==> src/rtl/atan2fe_pkg.sv <==
package atan2fe_pkg;

  localparam int FP_EXP_W = 8;
  localparam int FP_MAN_W = 23;
  localparam int FP_W     = 1 + FP_EXP_W + FP_MAN_W;

  // Binary32 constants, rounded to nearest even, sign bit clear.
  localparam logic [FP_W-1:0] K_QUARTER_PI = 32'h3F490FDB;
  localparam logic [FP_W-1:0] K_HALF_PI    = 32'h3FC90FDB;
  localparam logic [FP_W-1:0] K_3QTR_PI    = 32'h4016CBE4;
  localparam logic [FP_W-1:0] K_PI         = 32'h40490FDB;

  typedef enum logic [1:0] {
    OFS_ZERO    = 2'd0,
    OFS_HALF_PI = 2'd1,
    OFS_PI      = 2'd2
  } offsetSel_e;

  typedef struct packed {
    logic isNan;
    logic isInf;
    logic isZero;
    logic sign;
  } opClass_t;

  // Strobes from control to datapath.
  typedef struct packed {
    logic load;
    logic hold;
  } ctrlStrobe_t;

endpackage

==> src/rtl/atan2fe_classify.sv <==
module atan2fe_classify
  import atan2fe_pkg::*;
#(
  parameter int EXP_W = FP_EXP_W,
  parameter int MAN_W = FP_MAN_W,
  localparam int W = 1 + EXP_W + MAN_W
) (
  input  logic [W-1:0] op,
  output opClass_t     cls,
  output logic [W-2:0] mag
);

  logic [EXP_W-1:0] expField;
  logic [MAN_W-1:0] manField;
  logic             expAllOnes;
  logic             expAllZero;
  logic             manZero;

  assign expField   = op[W-2 -: EXP_W];
  assign manField   = op[MAN_W-1:0];
  assign expAllOnes = &expField;
  assign expAllZero = ~|expField;
  assign manZero    = ~|manField;

  assign cls.isNan  = expAllOnes & ~manZero;
  assign cls.isInf  = expAllOnes &  manZero;
  assign cls.isZero = expAllZero &  manZero;
  assign cls.sign   = op[W-1];
  assign mag        = op[W-2:0];

endmodule

==> src/rtl/atan2fe_ctrl.sv <==
module atan2fe_ctrl
  import atan2fe_pkg::*;
(
  input  logic        clk,
  input  logic        rst_n,
  input  logic        inValid,
  input  logic        outReady,
  output logic        inReady,
  output logic        outValid,
  output ctrlStrobe_t strb
);

  logic validQ;

  assign inReady   = !validQ || outReady;
  assign strb.load = inValid && inReady;
  assign strb.hold = validQ && !outReady;
  assign outValid  = validQ;

  always_ff @(posedge clk) begin
    if (!rst_n) begin
      validQ <= 1'b0;
    end else if (strb.load) begin
      validQ <= 1'b1;
    end else if (outReady) begin
      validQ <= 1'b0;
    end
  end

  a_r1_accept_shows: assert property (@(posedge clk) disable iff (!rst_n)
    (inValid && inReady) |=> outValid);

  a_r1_blocked_when_full: assert property (@(posedge clk) disable iff (!rst_n)
    (outValid && !outReady) |-> !inReady);

  a_r2_stays_valid: assert property (@(posedge clk) disable iff (!rst_n)
    (outValid && !outReady) |=> outValid);

endmodule

==> src/rtl/atan2fe_datapath.sv <==
module atan2fe_datapath
  import atan2fe_pkg::*;
#(
  parameter int EXP_W = FP_EXP_W,
  parameter int MAN_W = FP_MAN_W,
  parameter logic [FP_W-1:0] QPI  = K_QUARTER_PI,
  parameter logic [FP_W-1:0] HPI  = K_HALF_PI,
  parameter logic [FP_W-1:0] TQPI = K_3QTR_PI,
  parameter logic [FP_W-1:0] FPI  = K_PI,
  localparam int W = 1 + EXP_W + MAN_W,
  localparam int N_OPS = 2
) (
  input  logic         clk,
  input  logic         rst_n,
  input  ctrlStrobe_t  strb,
  input  logic [W-1:0] yIn,
  input  logic [W-1:0] xIn,
  output logic         isSpecial,
  output logic [W-1:0] specialResult,
  output logic [W-1:0] numer,
  output logic [W-1:0] denom,
  output logic [1:0]   offsetCode,
  output logic         negateCore,
  output logic         resultSign
);

  logic [W-1:0] ops  [N_OPS];
  opClass_t     cls  [N_OPS];
  logic [W-2:0] mags [N_OPS];

  assign ops[0] = yIn;
  assign ops[1] = xIn;

  for (genvar g = 0; g < N_OPS; g++) begin : g_cls
    atan2fe_classify #(.EXP_W(EXP_W), .MAN_W(MAN_W)) u_cls (
      .op (ops[g]),
      .cls(cls[g]),
      .mag(mags[g])
    );
  end

  opClass_t cy, cx;
  assign cy = cls[0];
  assign cx = cls[1];

  function automatic logic [W-1:0] signedConst(input logic [W-1:0] c, input logic s);
    return {s, c[W-2:0]};
  endfunction

  logic         nSpecial;
  logic [W-1:0] nRes;
  logic [W-1:0] nNum;
  logic [W-1:0] nDen;
  offsetSel_e   nOfs;
  logic         nNeg;
  logic         nSign;
  logic         swapQ;

  assign swapQ = mags[0] > mags[1];

  always_comb begin
    nSpecial = 1'b1;
    nRes     = '0;
    nNum     = '0;
    nDen     = '0;
    nOfs     = OFS_ZERO;
    nNeg     = 1'b0;
    nSign    = 1'b0;
    if (cx.isNan) begin
      nRes = xIn;
    end else if (cy.isNan) begin
      nRes = yIn;
    end else if (cx.isInf && !cx.sign) begin
      nRes = signedConst(cy.isInf ? QPI : '0, cy.sign);
    end else if (cx.isInf) begin
      nRes = signedConst(cy.isInf ? TQPI : FPI, cy.sign);
    end else if (cy.isInf || (cx.isZero && !cy.isZero)) begin
      nRes = signedConst(HPI, cy.sign);
    end else if (cy.isZero) begin
      nRes = signedConst(cx.sign ? FPI : '0, cy.sign);
    end else begin
      nSpecial = 1'b0;
      nNum     = {1'b0, swapQ ? mags[1] : mags[0]};
      nDen     = {1'b0, swapQ ? mags[0] : mags[1]};
      nSign    = cy.sign;
      unique case ({cx.sign, swapQ})
        2'b00: begin nOfs = OFS_ZERO;    nNeg = 1'b0; end
        2'b01: begin nOfs = OFS_HALF_PI; nNeg = 1'b1; end
        2'b10: begin nOfs = OFS_PI;      nNeg = 1'b1; end
        default: begin nOfs = OFS_HALF_PI; nNeg = 1'b0; end
      endcase
    end
  end

  always_ff @(posedge clk) begin
    if (!rst_n) begin
      isSpecial     <= 1'b0;
      specialResult <= '0;
      numer         <= '0;
      denom         <= '0;
      offsetCode    <= OFS_ZERO;
      negateCore    <= 1'b0;
      resultSign    <= 1'b0;
    end else if (strb.load) begin
      isSpecial     <= nSpecial;
      specialResult <= nRes;
      numer         <= nNum;
      denom         <= nDen;
      offsetCode    <= nOfs;
      negateCore    <= nNeg;
      resultSign    <= nSign;
    end
  end

  a_r2_packet_held: assert property (@(posedge clk) disable iff (!rst_n)
    strb.hold |=> ($stable(isSpecial) && $stable(specialResult) && $stable(numer)
                   && $stable(denom) && $stable(offsetCode) && $stable(negateCore)
                   && $stable(resultSign)));

  a_r3_nan_x_first: assert property (@(posedge clk) disable iff (!rst_n)
    (strb.load && cx.isNan) |=> (isSpecial && specialResult == $past(xIn)));

endmodule

==> src/rtl/atan2fe_top.sv <==
module atan2fe_top
  import atan2fe_pkg::*;
#(
  parameter int EXP_W = FP_EXP_W,
  parameter int MAN_W = FP_MAN_W,
  localparam int W = 1 + EXP_W + MAN_W
) (
  input  logic         clk,
  input  logic         rst_n,
  input  logic         inValid,
  output logic         inReady,
  input  logic [W-1:0] yIn,
  input  logic [W-1:0] xIn,
  output logic         outValid,
  input  logic         outReady,
  output logic         isSpecial,
  output logic [W-1:0] specialResult,
  output logic [W-1:0] numer,
  output logic [W-1:0] denom,
  output logic [1:0]   offsetCode,
  output logic         negateCore,
  output logic         resultSign
);

  ctrlStrobe_t strb;

  atan2fe_ctrl u_ctrl (
    .clk     (clk),
    .rst_n   (rst_n),
    .inValid (inValid),
    .outReady(outReady),
    .inReady (inReady),
    .outValid(outValid),
    .strb    (strb)
  );

  atan2fe_datapath #(.EXP_W(EXP_W), .MAN_W(MAN_W)) u_dp (
    .clk          (clk),
    .rst_n        (rst_n),
    .strb         (strb),
    .yIn          (yIn),
    .xIn          (xIn),
    .isSpecial    (isSpecial),
    .specialResult(specialResult),
    .numer        (numer),
    .denom        (denom),
    .offsetCode   (offsetCode),
    .negateCore   (negateCore),
    .resultSign   (resultSign)
  );

  a_r10_offset_legal: assert property (@(posedge clk) disable iff (!rst_n)
    outValid |-> (offsetCode != 2'b11));

  a_r9_ratio_bounded: assert property (@(posedge clk) disable iff (!rst_n)
    (outValid && !isSpecial) |-> (!numer[W-1] && !denom[W-1] && numer[W-2:0] <= denom[W-2:0]));

  a_r11_special_clean: assert property (@(posedge clk) disable iff (!rst_n)
    (outValid && isSpecial) |-> (numer == '0 && denom == '0 && offsetCode == 2'd0
                                 && !negateCore && !resultSign));

endmodule

==> config.mk <==
export PLATFORM = sky130hd
export DESIGN_NAME = atan2fe_top
export DESIGN_NICKNAME = d
export VERILOG_FILES = /design/src/rtl/atan2fe_pkg.sv /design/src/rtl/atan2fe_classify.sv /design/src/rtl/atan2fe_ctrl.sv /design/src/rtl/atan2fe_datapath.sv /design/src/rtl/atan2fe_top.sv
export SDC_FILE = /design/constraint.sdc
export NUM_CORES = 1
export LEC_CHECK = 0
export BUFFER_PORTS_ARGS = -buffer_cell sky130_fd_sc_hd__buf_2
export CELL_PAD_IN_SITES_DETAIL_PLACEMENT = 0
export CELL_PAD_IN_SITES_GLOBAL_PLACEMENT = 1
export CORE_UTILIZATION = 41
export CTS_CLUSTER_DIAMETER = 60
export DETAILED_ROUTE_END_ITERATION = 16
export PLACE_DENSITY_LB_ADDON = 0.1
export SLEW_MARGIN = 20
export SYNTH_ARGS = -nofsm -noshare
export SYNTH_HDL_FRONTEND = slang
export SYNTH_SLANG_ARGS = --single-unit
==> constraint.sdc <==
create_clock -name clk -period 4.47 [get_ports clk]
set_input_delay 0.894 -clock clk [delete_from_list [all_inputs] [get_ports clk]]
set_output_delay 0.894 -clock clk [all_outputs]
set_load 0.02 [all_outputs]
# Word level (Yosys, flattened, before mapping)
# Index checks and enable logic that the tools add are counted.
[totals] latch_bits=0 mem_bits_rw=0 output_inout_bits=103 n_memories=0 word_cells=89 mem_bits_ro=0 input_bits=68 register_bits=102
[classes] mux=51 n_lt_le_gt_ge=1 n_eq_ne=2 div=0 reduce_logical=21 n_bitwise=6 mul=0 n_shift=0 n_addsub=0
[ops] op="$mux 32" count=16
[ops] op="$mux 31" count=5
[ops] op="$reduce_or 23->1" count=2
[ops] op="$gt 31x31->1" count=1
[ops] op="$mux 30" count=1
[ops] op="$mux 23" count=1
[ops] op="$mux 1" count=21
[ops] op="$reduce_and 8->1" count=2
[ops] op="$reduce_or 8->1" count=2
[ops] op="$mux 2" count=6
[ops] op="$logic_not 1->1" count=7
[ops] op="$and 1x1->1" count=6
[ops] op="$pmux 2 s2" count=1
[ops] op="$logic_and 1x1->1" count=3
[ops] op="$eq 2x1->1 const B" count=1
[ops] op="$eq 2x2->1 const B" count=1
[ops] op="$logic_not 2->1" count=1
[ops] op="$logic_or 1x1->1" count=2
[ops] op="$reduce_bool 2->1" count=1
[ops] op="$reduce_or 2->1" count=1

# Logic depth before layout (Yosys ltp)
[logic_depth] word_depth=11 mapped_depth=13 ltp_nobuf=11

# Cells and area by module
# From an unflattened synthesis, not the netlist that was laid out.
[hier_totals] hier_cells=728 hier_area_um2=6059.6
[modules_own_cells] module="atan2fe_datapath" seq_area_each_um2=1981.9 cells_each=625 area_each_um2=5323.9 n_inst=1
[modules_own_cells] module="atan2fe_classify" seq_area_each_um2=0.0 cells_each=49 area_each_um2=341.6 n_inst=2
[modules_own_cells] module="atan2fe_ctrl" seq_area_each_um2=20.0 cells_each=5 area_each_um2=52.6 n_inst=1

# Least setup slack after synthesis
# Ideal clock, no wire load.
[synth_timing] path_type="input port to flip-flop" from="in xIn[10]" to="reg u_dp.negateCore" required_time_ps=4352 setup_slack_ps=1254 path_buffers=2 t_arrival_ps=3098 cell_stages=12 setup_time_ps=118 path_cell_list="inv_1 -> ha_1 -> a21oi_1 -> o21ai_0 -> a221o_1 -> nor4_4 -> or2_2 -> buf_2 -> buf_2 -> ha_1 -> a22oi_1 -> nor2b_1"
[synth_between] elab_chain_cells=10 elab_cells_between_ends=19 classes_between="order compare (1); eq/ne (2); mux (7); bitwise (3); reduce/logical (6)"
[synth_rtl] element="from (decl)" line="atan2fe_top.sv:13" text="input logic [W-1:0] xIn,"
[synth_rtl] element="$gt 31x31->1 / $reduce_or 23->1 (equally long branches)" line="atan2fe_datapath.sv:59, atan2fe_classify.sv:23"
[synth_rtl] element="$eq 2x1->1, or another cell as far along" line="atan2fe_datapath.sv:86" text="unique case ({cx.sign, swapQ})"
[synth_rtl] element="$reduce_or 2->1 (no line) / $and 1x1->1 (equally long branches)"
[synth_rtl] element="$mux 1 / $logic_and 1x1->1 (equally long branches)" line="atan2fe_datapath.sv:86, atan2fe_datapath.sv:77"
[synth_rtl] element="$mux 1 / $logic_or 1x1->1 (equally long branches)" line="atan2fe_datapath.sv:79, atan2fe_datapath.sv:77"
[synth_rtl] element="$mux 1" line="atan2fe_datapath.sv:77" text="end else if (cy.isInf || (cx.isZero && !cy.isZero)) begin"
[synth_rtl] element="$mux 1" line="atan2fe_datapath.sv:75" text="end else if (cx.isInf) begin"
[synth_rtl] element="$mux 1" line="atan2fe_datapath.sv:73" text="end else if (cx.isInf && !cx.sign) begin"
[synth_rtl] element="$mux 1" line="atan2fe_datapath.sv:71" text="end else if (cy.isNan) begin"
[synth_rtl] element="$mux 1 (*)" line="atan2fe_datapath.sv:69" text="if (cx.isNan) begin"
[synth_rtl] element="to (signal assigned)" line="atan2fe_datapath.sv:110" text="negateCore <= nNeg;"
[synth_rtl] element="to (decl)" line="atan2fe_datapath.sv:23" text="output logic negateCore,"
# Every way passes the cells marked *; elsewhere a longest branch is shown, timed or not.
# A chain may end at the register's enable or synchronous reset.

# Worst setup path after layout
[layout_timing] from="in xIn[24]" to="reg u_dp.specialResult[1]"
[layout_between] elab_chain_cells=10 elab_cells_between_ends=14 classes_between="mux (5); bitwise (3); reduce/logical (6)"
[layout_rtl] element="$reduce_or 8->1" line="atan2fe_classify.sv:22" text="assign expAllZero = ~|expField;"
[layout_rtl] element="$logic_not 1->1" line="atan2fe_classify.sv:22"
[layout_rtl] element="$and 1x1->1" line="atan2fe_classify.sv:27" text="assign cls.isZero = expAllZero & manZero;"
[layout_rtl] element="$logic_and 1x1->1" line="atan2fe_datapath.sv:77"
[layout_rtl] element="$logic_or 1x1->1" line="atan2fe_datapath.sv:77"
[layout_rtl] element="$mux 32" line="atan2fe_datapath.sv:77"
[layout_rtl] element="$mux 32" line="atan2fe_datapath.sv:75"
[layout_rtl] element="$mux 32" line="atan2fe_datapath.sv:73"
[layout_rtl] element="$mux 32" line="atan2fe_datapath.sv:71"
[layout_rtl] element="$mux 32 (*)" line="atan2fe_datapath.sv:69"
[layout_rtl] element="to (signal assigned)" line="atan2fe_datapath.sv:106" text="specialResult <= nRes;"
[layout_rtl] element="to (decl)" line="atan2fe_datapath.sv:19" text="output logic [W-1:0] specialResult,"
# Marks and branches as above.

==> summary.txt <==
Outcome = complete, no violations
Final Power = 0.00260 W
Global route total overflow = 0
Hold violation total from the final report = 0
Avg WL per Cell = 19.7 µm
PostCTS Resize Cnt = 0
Most common cell after layout, fill and taps aside = sky130_fd_sc_hd__buf_2
Critical path endpoint category = flop
FF+latch count, synth = 100
Count of synthesis-stage warnings from yosys = 0
Gp weighted congestion = 0.880
Vias = 6231
Unique masters post-synth = 45
Final-report setup violation count = 0
First-pass DRT Iterations = 5
Sinks on the clock net = 100
Antenna diode count = 0
Setup skew after layout = 0.00395 ns
Area of the placeable core = 0.0135 mm²
Share of cells above drive strength 1 = 25.4%
Wire length of the first global-routing pass = 30700 µm
Number of nets at the end of the flow = 915
Largest voltage drop on the vdd net = 0.195 mV
Initial Util = 42.6%
Worst reg2reg startpoint = u_ctrl.outValid
Cts bufs inserted = 9
Fin cells = 995
Maximum clock frequency = 284 MHz
Proportion of synthesized flip-flops having asynchronous set or reset = 0%
Area of the die = 0.0145 mm²
Crit share post-route = 78.7%
Type of origin of the critical path = input pin
Number of hold buffers added after CTS = 0
Accumulated negative setup slack = 0 ns
Number of antenna violations at the first check in global routing = 0
Clock tree from TritonCTS = built
Vias in the first global route = 5680
Sequential area share after synthesis = 34.9%
Power Dens Cells = 371 mW/mm²
Post-synthesis average cell area = 8.26 µm²
Routed wire length = 19600 µm
Die Span X = 120 µm
Total of max-cap violations = 0
Min cycle time layout = 3.52 ns
Hold path startpoint = u_dp.denom[14]
Headroom to the max-slew limit = 49.4%
Commonest non-fill, non-tap cells in the layout = sky130_fd_sc_hd__buf_2, sky130_fd_sc_hd__dfxtp_1, sky130_fd_sc_hd__nand2_1
Arrival @ worst endpoint = 3.74 ns
Slew at the pin closest to its max-slew limit = 0.752 ns
Later-pin clock latency in the skew report = 0.35 ns
Top-Level Pins = 171
RSZ-0062 raised after global routing = no
Ys flop type = sky130_fd_sc_hd__dfxtp_1
Flop2flop setup slack = 2.08 ns
Number of nets with antenna violations after detailed routing = 0
Pin count of the biggest net entering global routing = 67
Layout area overhead = 22.0%
Final core area utilization = 52.0%
Hold/Removal Path Class = reg -> reg
Worst R2R Path Depth = 8
HPWL after detailed placement = 13700 µm
Non-Filler Cell Area, Final = 0.00700 mm²
Instance count along the most critical hold path = 2
Placed cell count = 979
Critical path data required time = 4.69 ns
Number of vias per cell after detailed routing = 6.26
CTS H-Tree Depth = 3
Worst R2R End = u_dp.denom[22]
Synthesized cell area = 0.00573 mm²
Post-route DRC violation count = 0
Leakage power figure = 2.87 nW
Type of the setup path with the least slack = in -> reg
Post CTS Setup Buffer Count = 0
CTS clock-pin slew for the worst setup and hold paths = 0.07 ns
Starting DRC count in detailed routing = 509
EDFF count, synth = 0
Cell at the root of the clock tree = sky130_fd_sc_hd__clkbuf_16
Overall track demand over capacity in global routing = 27.0%
Post-detailed-placement cell area = 0.00662 mm²
Max-slew violation count = 0
Maximum clock path buffer count = 2
Number of placement rows = 42
Largest fanout on the critical path = 30
Cells after Synth = 694
Vertical die dimension = 120 µm
Number of port buffers = 168
Sink of the worst hold path = u_dp.denom[14]
## flip-flops by register name, indices dropped and copies added (netlist names)
signal,cells
u_ctrl.outValid,1
u_dp.denom,31
u_dp.isSpecial,1
u_dp.negateCore,1
u_dp.numer,31
u_dp.offsetCode,2
u_dp.resultSign,1
u_dp.specialResult,32
## critical path: stages
cell and delay, ns:
sky130_fd_sc_hd__buf_2 0.14, sky130_fd_sc_hd__nand4_1 0.12, sky130_fd_sc_hd__or4_1 0.70, sky130_fd_sc_hd__o21ba_2 0.74, sky130_fd_sc_hd__nor2_1 0.34, sky130_fd_sc_hd__buf_4 0.28
sky130_fd_sc_hd__a221oi_1 0.37, sky130_fd_sc_hd__o22ai_1 0.14
## metrics by stage
step                hold WS (ns)  setup WS (ns)
floorplan                  0.553           1.25
global placement           0.449          0.702
detailed placement         0.459          0.625
CTS                        0.475           1.02
global route               0.492          0.771
finish                     0.469          0.950
## Yosys cell counts, types with 15 or more instances
| cell | n | area, µm² |
|---|---|---|
| sky130_fd_sc_hd__dfxtp_1 | 100 | 2000 |
| sky130_fd_sc_hd__o2111ai_1 | 62 | 543 |
| sky130_fd_sc_hd__o211ai_1 | 63 | 473 |
| sky130_fd_sc_hd__clkbuf_1 | 50 | 188 |
| sky130_fd_sc_hd__a21oi_1 | 20 | 100 |
| sky130_fd_sc_hd__a221oi_1 | 15 | 131 |
| sky130_fd_sc_hd__nand2_1 | 74 | 278 |
| sky130_fd_sc_hd__o21ai_0 | 29 | 145 |
| sky130_fd_sc_hd__ha_1 | 33 | 413 |
| sky130_fd_sc_hd__nor4_1 | 15 | 93.8 |
| sky130_fd_sc_hd__inv_1 | 33 | 124 |
| sky130_fd_sc_hd__nand3_1 | 67 | 335 |
## metal layers
layer / vias up / GRT usage, % / part of all wire (%)
li1: 2926 / - / -
met1: 2981 / 37.2 / 45
met2: 288 / 40.3 / 44
met3: 36 / 6.04 / 8.5
met4: 0 / 12.0 / 2.8
met5: - / 0 / 0
## how the worst max path moves through the flow
stage | from | end | slack, ns | cells past startpoint
finish | xIn[24] | u_dp.specialResult[1] | 0.95 | 8
detailed placement | xIn[24] | u_dp.specialResult[1] | 0.62 | 8
global route | xIn[25] | u_dp.specialResult[1] | 0.77 | 8
floorplan | xIn[10] | u_dp.negateCore | 1.25 | 12
global placement | xIn[26] | u_dp.specialResult[1] | 0.70 | 8
CTS | xIn[24] | u_dp.specialResult[1] | 1.02 | 8
## final cells by class
type | instances | area (µm²)
fillers | 1340 | 6460
multi-input cells | 489 | 3300
flip-flops and latches | 100 | 2000
repair buffers | 181 | 978
clock buffers | 10 | 239
well taps | 176 | 220
clock inverters | 6 | 135
inverters | 33 | 124
## logic make-up after synthesis
family / Yosys count / synth area share, %
other cells: 1 / 0.0654
compound gates: 243 / 31.7
simple gates: 211 / 18.2
fa+ha+maj: 33 / 7.20
flops: 100 / 34.9
buf+inv: 106 / 7.88
## power by group
part / switching [W] / total (W) / internal (W) / leakage [nW]
logic: 0.000426 / 0.000617 / 0.000191 / 1.87
clock network: 0.000353 / 0.000972 / 0.000619 / 0.175
registers: 0.0000396 / 0.00101 / 0.000968 / 0.824
total: 0.000819 / 0.00260 / 0.00178 / 2.87
(Power assumes the default switching activity.)
